===== src/rtl/cfgport_pkg.sv =====
package cfgport_pkg;

    localparam int DATA_W    = 8;
    localparam int DMA_NUM_W = 2;
    localparam int IRQ_NUM_W = 4;
    localparam int BASE_W    = 12;

    localparam logic [DATA_W-1:0] STATUS_CONST = 8'h04;
    localparam logic [DATA_W-1:0] STATUS_MASK  = 8'h40;
    localparam logic [DATA_W-1:0] IDLE_READ    = 8'hFF;
    localparam logic [DATA_W-1:0] RESET_CFG    = 8'h00;

    typedef struct packed {
        logic [DATA_W-1:0]    cfg;
        logic [DMA_NUM_W-1:0] dma;
        logic [IRQ_NUM_W-1:0] irq;
    } cfg_state_t;

    function automatic logic [BASE_W-1:0] base_lookup(input logic [1:0] sel);
        logic [BASE_W-1:0] b;
        case (sel)
            2'd0:    b = 12'h530;
            2'd1:    b = 12'hE80;
            2'd2:    b = 12'hF40;
            default: b = 12'h604;
        endcase
        return b;
    endfunction

    function automatic logic [DMA_NUM_W-1:0] dma_lookup(input logic [1:0] idx);
        logic [DMA_NUM_W-1:0] d;
        case (idx)
            2'd0:    d = 2'd0;
            2'd1:    d = 2'd0;
            2'd2:    d = 2'd1;
            default: d = 2'd3;
        endcase
        return d;
    endfunction

    function automatic logic [IRQ_NUM_W-1:0] irq_lookup(input logic [2:0] idx);
        logic [IRQ_NUM_W-1:0] q;
        case (idx)
            3'd0:    q = 4'd5;
            3'd1:    q = 4'd7;
            3'd2:    q = 4'd9;
            3'd3:    q = 4'd10;
            3'd4:    q = 4'd11;
            3'd5:    q = 4'd12;
            3'd6:    q = 4'd14;
            default: q = 4'd15;
        endcase
        return q;
    endfunction

endpackage


===== src/rtl/cfgport_addr_match.sv =====
module cfgport_addr_match
    import cfgport_pkg::*;
#(
    parameter int ADDR_W = 16,
    parameter int SPAN   = 4
) (
    input  logic [ADDR_W-1:0] addr_i,
    input  logic [1:0]        base_sel_i,
    output logic              hit_o
);

    logic [ADDR_W-1:0] base_w;
    logic [SPAN-1:0]   hit_vec;

    assign base_w = ADDR_W'(base_lookup(base_sel_i));

    for (genvar i = 0; i < SPAN; i++) begin : g_alias
        assign hit_vec[i] = (addr_i == (base_w + ADDR_W'(i)));
    end

    assign hit_o = |hit_vec;

endmodule


===== src/rtl/cfgport_gate.sv =====
module cfgport_gate (
    input  logic hit_i,
    input  logic wr_i,
    input  logic rd_i,
    input  logic port_en_i,
    input  logic codec_mode_i,
    output logic wr_acc_o,
    output logic rd_acc_o
);

    logic open_w;

    assign open_w   = port_en_i | codec_mode_i;
    assign wr_acc_o = wr_i & hit_i & open_w;
    assign rd_acc_o = rd_i & hit_i & open_w;

endmodule


===== src/rtl/cfgport_store.sv =====
module cfgport_store
    import cfgport_pkg::*;
(
    input  logic              clk_i,
    input  logic              rst_ni,
    input  logic              wr_acc_i,
    input  logic [DATA_W-1:0] wdata_i,
    output cfg_state_t        state_o
);

    cfg_state_t state_d, state_q;

    always_comb begin
        state_d = state_q;
        if (wr_acc_i) begin
            state_d.cfg = wdata_i;
            state_d.dma = dma_lookup(wdata_i[1:0]);
            state_d.irq = irq_lookup(wdata_i[5:3]);
        end
    end

    always_ff @(posedge clk_i) begin
        if (!rst_ni) begin
            state_q.cfg <= RESET_CFG;
            state_q.dma <= dma_lookup(RESET_CFG[1:0]);
            state_q.irq <= irq_lookup(RESET_CFG[5:3]);
        end else begin
            state_q <= state_d;
        end
    end

    assign state_o = state_q;

endmodule


===== src/rtl/cfgport_top.sv =====
module cfgport_top
    import cfgport_pkg::*;
#(
    parameter int ADDR_W = 16,
    parameter int SPAN   = 4
) (
    input  logic                 clk_i,
    input  logic                 rst_ni,
    input  logic [ADDR_W-1:0]    bus_addr_i,
    input  logic                 bus_wr_i,
    input  logic                 bus_rd_i,
    input  logic [7:0]           bus_wdata_i,
    input  logic [1:0]           base_sel_i,
    input  logic                 port_en_i,
    input  logic                 codec_mode_i,
    output logic [7:0]           bus_rdata_o,
    output logic [7:0]           cfg_byte_o,
    output logic [DMA_NUM_W-1:0] dma_num_o,
    output logic [IRQ_NUM_W-1:0] irq_num_o
);

    logic       hit_w;
    logic       wr_acc_w;
    logic       rd_acc_w;
    cfg_state_t state_w;

    cfgport_addr_match #(.ADDR_W(ADDR_W), .SPAN(SPAN)) match_i (
        .addr_i     (bus_addr_i),
        .base_sel_i (base_sel_i),
        .hit_o      (hit_w)
    );

    cfgport_gate gate_i (
        .hit_i        (hit_w),
        .wr_i         (bus_wr_i),
        .rd_i         (bus_rd_i),
        .port_en_i    (port_en_i),
        .codec_mode_i (codec_mode_i),
        .wr_acc_o     (wr_acc_w),
        .rd_acc_o     (rd_acc_w)
    );

    cfgport_store store_i (
        .clk_i    (clk_i),
        .rst_ni   (rst_ni),
        .wr_acc_i (wr_acc_w),
        .wdata_i  (bus_wdata_i),
        .state_o  (state_w)
    );

    always_comb begin
        if (rd_acc_w) begin
            bus_rdata_o = STATUS_CONST | (state_w.cfg & STATUS_MASK);
        end else begin
            bus_rdata_o = IDLE_READ;
        end
    end

    assign cfg_byte_o = state_w.cfg;
    assign dma_num_o  = state_w.dma;
    assign irq_num_o  = state_w.irq;

endmodule


===== config.mk =====
export PLATFORM = sky130hd
export DESIGN_NAME = cfgport_top
export DESIGN_NICKNAME = d
export VERILOG_FILES = /design/src/rtl/cfgport_pkg.sv /design/src/rtl/cfgport_addr_match.sv /design/src/rtl/cfgport_gate.sv /design/src/rtl/cfgport_store.sv /design/src/rtl/cfgport_top.sv
export SDC_FILE = /design/constraint.sdc
export NUM_CORES = 1
export LEC_CHECK = 0
export BUFFER_PORTS_ARGS = -buffer_cell sky130_fd_sc_hd__buf_2
export CORE_ASPECT_RATIO = 0.75
export CORE_MARGIN = 10
export CORE_UTILIZATION = 42
export CTS_CLUSTER_SIZE = 10
export DETAILED_ROUTE_END_ITERATION = 7
export PLACE_DENSITY = 0.78
export SKIP_CTS_REPAIR_TIMING = 1
export SLEW_MARGIN = 20
export SYNTH_ARGS = -nofsm -noshare
export SYNTH_HDL_FRONTEND = slang
export SYNTH_SLANG_ARGS = --single-unit

===== constraint.sdc =====
create_clock -name clk_i -period 2.43 [get_ports clk_i]
set_input_delay 0.243 -clock clk_i [delete_from_list [all_inputs] [get_ports clk_i]]
set_output_delay 0.243 -clock clk_i [all_outputs]
set_load 0.03 [all_outputs]

==> metrics.yaml, run 1 <==
worst_setup_path:
  endpoint: "bus_rdata_o[6]"
  crit_type: "input pin to primary output"
  crit_path_start_kind: "input pin"
  ff2ff_setup_slack_ns: 1.76
  critPathMaxFanout: 7
  cp_data_arrival_time_ns: 1.96
  reg2reg_depth: 2
  end_kind: "primary output"
  r2r-start: "store_i.state_o[0]"
  cp.required_ns: 2.19
  reg2reg_to: "store_i.state_o[0]"
  setup.worst_path.start: "base_sel_i[0]"
clocking:
  path_clk_slew_ns: 0.08
  cts.sinks: 14
  clk-insertion-delay-late_ns: 0.28
  numCtsBuffers: 3
  cts_tree: "yes"
  root_buffer: "clkbuf_4"
  clockBufferDepth: 2
  cts_max_level: 1
yosys:
  ys_ff_latch: 14
  yosysMostFrequentCell: "o21ai_0"
  synth-edff-count: 0
  synthesis.area_um2: 883
  avgSynthCellArea_um2: 8.26
  yosysTopAreaCellShare_pct: 31.7
  synthArstFlopShare_pct: 0
  synth_cell_types: 28
  ys_top_cells_by_count: "15 x o21ai_0, 14 x a21oi_1, 14 x dfxtp_1"
  ys.flop_type: "dfxtp_1"
  ys_top_cells_by_area: "dfxtp_1 32%, ha_1 8.5%, o21ai_0 8.5%, a21oi_1 7.9%, nand4_1 5.7%"
  synth_nets: 145
  syn_inst: 107
  ys.warnings.count: 0
  yosysSeqAreaShare_pct: 31.7
  synth_area_leader_cell: "dfxtp_1"
power_and_ir_drop:
  pwr-share-seq_pct: 52.7
  power_density_mw_per_mm2: 384
  p_sw_uw: 114
  p_int_uw: 321
  clkPwrFrac_pct: 29.8
  max-vdd-ir-drop_uv: 235
  combPwrFrac_pct: 17.5
  p_leak_uw: 0.000513
  p_sw_share_pct: 26.2
run:
  cap_violations: 0
cells_and_area:
  fillers: 203
  fin_area_mm2: 0.00113
  fin_cells: 174
  fin_nets: 190
  layout-drive-gt1-share_pct: 40.7
  area_growth_pct: 27.9
  antennaDiodeCount: 0
  largest_register_ffs: 14
timing:
  fin_tns_setup_ns: 0
  min_period_ns: 2.20
  fin_ws_ns: 0.232
  final_max_slew_viol_count: 0
  hold_viol: 0
  fin_worst_skew_ns: 0
  max_freq_mhz: 455
  post-route-period-util_pct: 90.5
  rsz0062_at_grt: "no"
  hold_ws_ns: 0.168
  final-setup-viol-count: 0
global_route:
  grt-ovfl-total: 0
  antenna_found_initial: 0
  grt_first_pass_wirelength_mm: 4.02
  grt_use_total_pct: 11.3
  grt_max_degree: 17
  grt_pass1_vias: 889
die:
  die_area_mm2: 0.00436
  die_x_um: 73.0
  start_util_pct: 44.2
  row_count: 14
  ioPinCount: 54
  coreArea_mm2: 0.00200
  dieHeight_um: 59.7
placed_design:
  place_congestion: 0.771
  numPlacedInstances: 171
  dpl.hpwl_mm: 2.03
  pre_cts_ws_ns: 0.209
  place_area_mm2: 0.00111
  io_buffers: 50
drt:
  vias_per_cell: 5.14
  drc: 0
  final_antenna_net_count: 0
  wl_per_cell_um: 14.1
  drt_first_pass_iters: 4
  vias: 894
  drt_iter0_drc: 22
  wl_mm: 2.46
status:
  outcome: "completed"
min_path:
  hp-class: "input pin to flip-flop"
power by group through the flow:
stage          Clock [µW]  Combinational (µW)  Sequential (µW)
2_1_floorplan           0                40.7              235
3_3_place_gp            0                73.5              235
3_5_place_dp            0                75.4              235
4_1_cts               133                75.8              229
5_1_grt               144                85.4              229
6_report              129                75.9              229
layout make-up:
type	count	area, µm²	share of cell area [%]
multi-input combinational	76	509	45.1
tap	24	30.0	2.66
timing repair buffer	53	273	24.1
sequential	14	280	24.8
inverter	4	15.0	1.33
clock buffer	3	22.5	1.99
stage by stage:
step	util (%)	total power, µW
final	56.6	434
after global routing	56.6	459
after CTS	56.6	438
after detailed placement	55.5	310
after global placement	55.5	308
after floorplan	-	275
layout by cell type (no fill, tap or decap), drive strengths merged:
cell type / n
a2111oi: 1
a21oi: 14
a31oi: 2
and2: 1
and3: 1
buf: 53
clkbuf: 3
conb: 1
dfxtp: 14
ha: 6
inv: 4
nand2: 2
nand3: 4
nand3b: 1
nand4: 8
nor2: 2
nor3: 3
nor4: 1
o2111ai: 1
o21ai: 15
o21bai: 1
or2: 1
or3: 3
or4b: 1
xnor2: 2
xor2: 5
cells by family after synthesis:
family / Yosys count / share of synthesized area [%]
flops: 14 / 31.7
simple gates: 28 / 21.1
buf+inv: 17 / 10.6
other cells: 1 / 0.425
xor+xnor: 7 / 6.94
fa+ha+maj: 6 / 8.50
compound gates: 34 / 20.7
critical path, stage by stage:
cell,delay [ns]
buf_2,0.10
inv_1,0.08
ha_1,0.23
or3_1,0.37
nand2_1,0.10
and3_2,0.19
nand3_1,0.15
or2_2,0.30
buf_2,0.18
worst min path at each step:
stage,startpoint,endpoint,slack (ns),cells past startpoint
5_1_grt,rst_ni,store_i.state_o[0],0.16,2
3_5_place_dp,rst_ni,store_i.state_o[2],0.45,2
6_report,rst_ni,store_i.state_o[0],0.17,2
3_3_place_gp,rst_ni,store_i.state_o[0],0.44,2
2_1_floorplan,rst_ni,store_i.state_o[0],0.32,1
4_1_cts,rst_ni,store_i.state_o[0],0.16,2
metal layers:
metal | track usage (%) | wire length (µm) | part of all wire (%) | up-vias
met5 | 0 | 0 | 0 | -
met4 | 1.62 | 0 | 0 | 0
met3 | 5.46 | 202 | 8.2 | 0
met2 | 21.2 | 1340 | 55 | 23
met1 | 11.4 | 911 | 37 | 404
li1 | - | - | - | 467
Note: power is estimated with default switching activity, not from simulation.
==> run 2: changes to the inputs <==
--- a/config.mk
+++ b/config.mk
@@ -6,12 +6,15 @@
 export NUM_CORES = 1
 export LEC_CHECK = 0
 export BUFFER_PORTS_ARGS = -buffer_cell sky130_fd_sc_hd__buf_2
+export CAP_MARGIN = 20
 export CORE_ASPECT_RATIO = 0.75
 export CORE_MARGIN = 10
 export CORE_UTILIZATION = 42
 export CTS_CLUSTER_SIZE = 10
 export DETAILED_ROUTE_END_ITERATION = 7
+export MAX_ROUTING_LAYER = met4
 export PLACE_DENSITY = 0.78
+export SETUP_SLACK_MARGIN = 0.4
 export SKIP_CTS_REPAIR_TIMING = 1
 export SLEW_MARGIN = 20
 export SYNTH_ARGS = -nofsm -noshare
==> run 2 against run 1 <==
Effect of this change:
- combinational power up 7.6%
- wire length rose by 6.2%
- core utilization up 2.8 points
- sequential cell count stayed put
- first-iteration DRC count rose to 2.8 times the previous value
- sequential share of layout area down 1.2 points
- via count did not move
- cell area rose by 4.9%
- fmax is 6.9% higher
- non-clock buffer count is 1 higher
- hold slack got worse by 0.0020 ns
- critical endpoint unchanged
- highest routed layer unchanged
==> metrics.yaml, run 2 (synthesis results as in run 1) <==
status:
  outcome: "completed"
drt:
  drt_first_pass_iters: 4  # unchanged
  highest_layer: "met3"
  wl_met2_mm: 1.34  # -0.15%
  final_antenna_net_count: 0  # unchanged
  drt-met1-wl_mm: 1.06  # +17%
  vias: 894  # unchanged
  met3_length_um: 205  # +1.5%
  wl_mm: 2.61  # +6.2%
  drc: 0  # unchanged
  drt_iter0_drc: 62  # +180%
  wl_per_cell_um: 14.8  # +5.0%
  vias_per_cell: 5.08  # -1.1%
clocking:
  numCtsBuffers: 3  # unchanged
  cts_tree: "yes"
  cts_max_level: 1  # unchanged
  root_buffer: "clkbuf_4"
  path_clk_slew_ns: 0.09  # about the same
  cts.sinks: 14  # unchanged
  clk-insertion-delay-late_ns: 0.28  # about the same
  clockBufferDepth: 2  # unchanged
timing:
  final-setup-viol-count: 0  # unchanged
  fin_tns_setup_ns: 0  # unchanged
  max_freq_mhz: 486  # +6.9%
  post-route-period-util_pct: 84.6  # -5.9 points
  rsz0062_at_grt: "yes"
  fin_worst_skew_ns: 0  # unchanged
  fin_ws_ns: 0.374  # +0.142 ns
  min_period_ns: 2.06  # -0.142 ns
  hold_viol: 0  # unchanged
  final_max_slew_viol_count: 0  # unchanged
power_and_ir_drop:
  max-vdd-ir-drop_uv: 290  # +24%
  power_density_mw_per_mm2: 405  # +5.2%
  p_leak_uw: 0.000526  # +2.7%
cells_and_area:
  final_common_cell: "buf_2"
  layout-drive-gt1-share_pct: 45.4  # +4.7 points
  final_cell_mix: "49 x buf_2, 15 x o21ai_0, 14 x a21oi_1, 14 x dfxtp_1, 8 x nand4_1"
  antennaDiodeCount: 0  # unchanged
  largest_register_ffs: 14  # unchanged
  area_growth_pct: 34.1
  fin_nets: 191  # +0.53%
  fillers: 191  # -5.9%
global_route:
  grt_pass1_vias: 907  # +2.0%
  antenna_found_initial: 0  # unchanged
  grt_first_pass_wirelength_mm: 4.16  # +3.6%
  grt_max_degree: 17  # unchanged
  grt_use_total_pct: 12.0  # +0.67 points
  grt-ovfl-total: 0  # unchanged
die:
  ioPinCount: 54  # unchanged
  start_util_pct: 44.2  # unchanged
  dieHeight_um: 59.7  # unchanged
  die_area_mm2: 0.00436  # unchanged
  coreArea_mm2: 0.00200  # unchanged
  row_count: 14  # unchanged
  die_x_um: 73.0  # unchanged
worst_setup_path:
  crit_path_start_kind: "input pin"
  critPathMaxFanout: 7  # unchanged
  crit_type: "input pin to primary output"
  cpLargestDelayFamily: "simple AND/OR/NAND/NOR gates"
  path_buf_inv: 3  # unchanged
  cp_data_arrival_time_ns: 1.81  # -0.15 ns
  crit_path_cell_trace: "buf_2 -> inv_1 -> ha_2 -> or3_1 -> nand2_2 -> and3_4 -> nand3_4 -> or2_4 -> clkbuf_4"
  cp.required_ns: 2.19  # about the same
  cpMaxStageDelayCell: "or3_1"
  cpPeakStageDelay_ns: 0.38  # about the same
  end_kind: "primary output"
run:
  cap_violations: 0  # unchanged
placed_design:
  dpl.hpwl_mm: 2.12  # +4.2%
  pre_cts_ws_ns: 0.276  # +0.0675 ns
  io_buffers: 50  # unchanged
  place_congestion: 0.811  # +5.2%
min_path:
  hp-class: "input pin to flip-flop"
-- run 2: stage by stage --
step,hold slack (ns),area (µm²),instances,util [%],power (µW)
2_1_floorplan,0.319,891,107,-,276
3_3_place_gp,0.441,1110,171,55.8,308
3_5_place_dp,0.458,1110,171,55.8,312
4_1_cts,0.163,1150,175,57.6,478
5_1_grt,0.178,1180,176,59.3,503
6_report,0.166,1180,176,59.3,479
-- run 2: path summary, 6_finish.rpt --
kind                                          from            endpoint  slack [ns]  cells after the start
worst min-delay path                        rst_ni  store_i.state_o[2]        0.17                      2
worst min register to register  store_i.state_o[5]  store_i.state_o[5]        0.48                      2
worst max register to register  store_i.state_o[0]  store_i.state_o[0]        1.72                      2
worst max-delay path                 base_sel_i[1]      bus_rdata_o[6]        0.37                      9
-- run 2: layout make-up --
type	count	area (µm²)	area share [%]
multi-input cells	76	541	45.6
repair buffers	54	283	23.9
flip-flops and latches	14	280	23.7
clock buffers	4	36.3	3.06
well taps	24	30.0	2.53
inverters	4	15.0	1.27
-- run 2: power breakdown --
part | switching, µW | internal [µW] | total [µW] | leakage [µW]
Clock | 77.2 | 91.2 | 168 | 0.0000210
Combinational | 46.3 | 35.4 | 81.7 | 0.000393
Sequential | 0.00323 | 229 | 229 | 0.000113
-- run 2: per-layer routing --
metal  up-vias  GRT usage (%)
met3         0           5.13
met5         -              -
met2        29           21.4
met1       399           12.4
li1        466              -
met4         0           1.62
-- run 2: worst reg2reg max path, delay by kind of cell, from the launching register on --
family	cells	cell delay (ns)
flops	1	0.32
compound gates	2	0.26
==> run 3: changes to the inputs <==
--- a/config.mk
+++ b/config.mk
@@ -5,15 +5,16 @@
 export SDC_FILE = /design/constraint.sdc
 export NUM_CORES = 1
 export LEC_CHECK = 0
+export ABC_AREA = 1
 export BUFFER_PORTS_ARGS = -buffer_cell sky130_fd_sc_hd__buf_2
 export CAP_MARGIN = 20
 export CORE_ASPECT_RATIO = 0.75
 export CORE_MARGIN = 10
-export CORE_UTILIZATION = 42
+export CORE_UTILIZATION = 40
 export CTS_CLUSTER_SIZE = 10
 export DETAILED_ROUTE_END_ITERATION = 7
 export MAX_ROUTING_LAYER = met4
-export PLACE_DENSITY = 0.78
+export PLACE_DENSITY = 0.75
 export SETUP_SLACK_MARGIN = 0.4
 export SKIP_CTS_REPAIR_TIMING = 1
 export SLEW_MARGIN = 20
==> constraint.sdc (replaced) <==
create_clock -name clk_i -period 1.89 [get_ports clk_i]
set_input_delay 0.189 -clock clk_i [delete_from_list [all_inputs] [get_ports clk_i]]
set_output_delay 0.189 -clock clk_i [all_outputs]
set_load 0.03 [all_outputs]
==> run 3 against run 2 <==
Effect of this change:
- sequential cell count unchanged
- non-clock buffer count is 1 higher
- sequential power grew 29%
- clock power about the same
- synthesized cell count is 44% higher
- clock skew unchanged
- combinational power up 93%
- critical path depth grew 1
- largest power group unchanged
- highest routed layer is now met4
==> metrics.yaml, run 3 <==
yosys:
  yosysMostFrequentCell: "nand2_1"
  yosysSeqAreaShare_pct: 27.4  # -4.3 points
  ys.flop_type: "dfxtp_1"
  synth_cell_types: 27  # -3.6%
  ys_top_cells_by_count: "40 x nand2_1, 22 x inv_1, 15 x nor2_1"
  ys_ff_latch: 14  # unchanged
  synth_area_leader_cell: "dfxtp_1"
  yosysTopAreaCellShare_pct: 27.4  # -4.3 points
  synth-edff-count: 0  # unchanged
  ys.warnings.count: 0  # unchanged
  synth_nets: 192  # +32%
  synthArstFlopShare_pct: 0  # unchanged
  avgSynthCellArea_um2: 6.65  # -19%
  ys_top_cells_by_area: "dfxtp_1 27%, nand2_1 15%, inv_1 8.1%, ha_1 7.3%, nor2_1 5.5%"
  syn_inst: 154  # +44%
  synthesis.area_mm2: 0.00102  # +16%
clocking:
  path_clk_slew_ns: 0.08  # about the same
  root_buffer: "clkbuf_4"
  cts.sinks: 14  # unchanged
  cts_tree: "yes"
  cts_max_level: 1  # unchanged
  clockBufferDepth: 2  # unchanged
  clk-insertion-delay-late_ns: 0.28  # about the same
  numCtsBuffers: 3  # unchanged
die:
  ioPinCount: 54  # unchanged
  dieHeight_um: 63.8  # +6.8%
  die_area_mm2: 0.00500  # +15%
  die_x_um: 78.4  # +7.5%
  start_util_pct: 43.3  # -0.96 points
  row_count: 15  # +1
  coreArea_mm2: 0.00236  # +18%
cells_and_area:
  fin_nets: 243  # +27%
  area_growth_pct: 45.7
  fin_cells: 237  # +35%
  final_cell_mix: "44 x buf_2, 38 x nand2_1, 19 x inv_1"
  fillers: 213  # +12%
  final_common_cell: "buf_2"
  largest_register_ffs: 14  # unchanged
  layout-drive-gt1-share_pct: 42.9  # -2.5 points
  antennaDiodeCount: 0  # unchanged
drt:
  drt_iter0_drc: 50  # -19%
  drc: 0  # unchanged
  wl_per_cell_um: 11.9  # -20%
  vias: 1105  # +24%
  vias_per_cell: 4.66  # -8.2%
  final_antenna_net_count: 0  # unchanged
  drt_first_pass_iters: 4  # unchanged
  wl_mm: 2.82  # +8.1%
worst_setup_path:
  cp_data_arrival_time_ns: 1.41  # -0.40 ns
  critPathMaxFanout: 6  # -1
  cp.required_ns: 1.70  # -0.49 ns
  end_kind: "primary output"
  crit_path_start_kind: "input pin"
  crit_type: "input pin to primary output"
placed_design:
  numPlacedInstances: 232  # +36%
  io_buffers: 50  # unchanged
  dpl.hpwl_mm: 2.29  # +8.3%
  place_congestion: 0.869  # +7.1%
timing:
  hold_viol: 0  # unchanged
  final-setup-viol-count: 0  # unchanged
  fin_tns_setup_ns: 0  # unchanged
  min_period_ns: 1.60
  final_max_slew_viol_count: 0  # unchanged
  post-route-period-util_pct: 84.5
  rsz0062_at_grt: "yes"
  fin_worst_skew_ns: 0  # unchanged
  max_freq_mhz: 626
status:
  outcome: "completed"
power_and_ir_drop:
  pwr-share-seq_pct: 47.8  # about the same
  combPwrFrac_pct: 25.6  # +8.6 points
  p_sw_uw: 177  # +43%
  p_int_uw: 440  # +24%
  p_sw_share_pct: 28.6  # +2.9 points
  clkPwrFrac_pct: 26.7  # -8.4 points
  max-vdd-ir-drop_uv: 416  # +43%
  p_leak_uw: 0.000748  # +42%
  power_density_mw_per_mm2: 414  # +2.3%
global_route:
  grt_max_degree: 21  # +4
  grt_use_total_pct: 10.7  # -1.3 points
  grt_pass1_vias: 1019  # +12%
  grt_first_pass_wirelength_mm: 4.40  # +5.8%
  grt-ovfl-total: 0  # unchanged
  antenna_found_initial: 0  # unchanged
run:
  cap_violations: 0  # unchanged
min_path:
  hp-class: "input pin to flip-flop"
run 3: cell count changes in the layout (fill, tap and decap cells not counted), sizes merged, moves of 3 or more:
cell	previous run	this run
a21oi	14	7
or3	3	0
nand3	4	11
xor2	5	0
nor2	2	20
nand2	2	41
o21ai	15	3
inv	4	23
nor3b	0	5
run 3: final cells by class:
type,instances,area [µm²],share of cell area (%)
tap,34,42.5,2.85
timing repair buffer,55,343,23.0
sequential,14,280,18.8
inverter,23,101,6.80
clock buffer,3,22.5,1.51
multi-input combinational,108,702,47.1
run 3: cells by family after synthesis:
family	count (synthesis)	synth area share, %
compound gates	11	5.62
xor+xnor	1	0.856
fa+ha+maj	6	7.33
buf+inv	32	15.4
flops	14	27.4
other cells	1	0.366
simple gates	89	43.0
run 3: path summary, 6_finish.rpt:
check	start	end	slack (ns)	cells after the start
worst max-delay path	base_sel_i[0]	bus_rdata_o[3]	0.29	10
worst min-delay path	rst_ni	store_i.state_o[3]	0.13	3
worst max register to register	store_i.state_o[12]	store_i.state_o[12]	1.21	3
worst min register to register	store_i.state_o[2]	store_i.state_o[2]	0.46	2
run 3: worst max-delay path, cell delays in order:
cell and delay (ns):
buf_12 0.10, inv_8 0.04, ha_4 0.16, o21ai_4 0.16, nand2_1 0.07, nand2_1 0.09, nand4_1 0.15, nor2_4 0.15
nand3_4 0.11, buf_2 0.19
run 3: stage by stage:
stage | hold slack (ns) | power [µW] | area [µm²] | utilization [%] | setup slack [ns]
global route | 0.144 | 650 | 1490 | 63.1 | 0.217
global placement | 0.418 | 427 | 1350 | 57.1 | 0.211
floorplan | 0.287 | 376 | 1110 | - | 0.407
detailed placement | 0.421 | 431 | 1350 | 57.1 | 0.130
finish | 0.131 | 617 | 1490 | 63.1 | 0.294
CTS | 0.126 | 593 | 1370 | 58.1 | 0.189
run 3: power groups by stage:
stage / clock [µW] / combinational, µW / sequential [µW]
final: 165 / 158 / 295
after floorplan: 0 / 74.5 / 302
after detailed placement: 0 / 129 / 302
after global routing: 181 / 174 / 295
after CTS: 168 / 130 / 295
after global placement: 0 / 125 / 302
run 3: metal layers:
| layer | global-route usage [%] | vias to the layer above | routed length, µm |
|---|---|---|---|
| li1 | - | 583 | - |
| met1 | 12.1 | 471 | 1180 |
| met2 | 16.5 | 43 | 1330 |
| met3 | 4.61 | 8 | 222 |
| met4 | 4.24 | 0 | 87 |
| met5 | - | - | 0 |
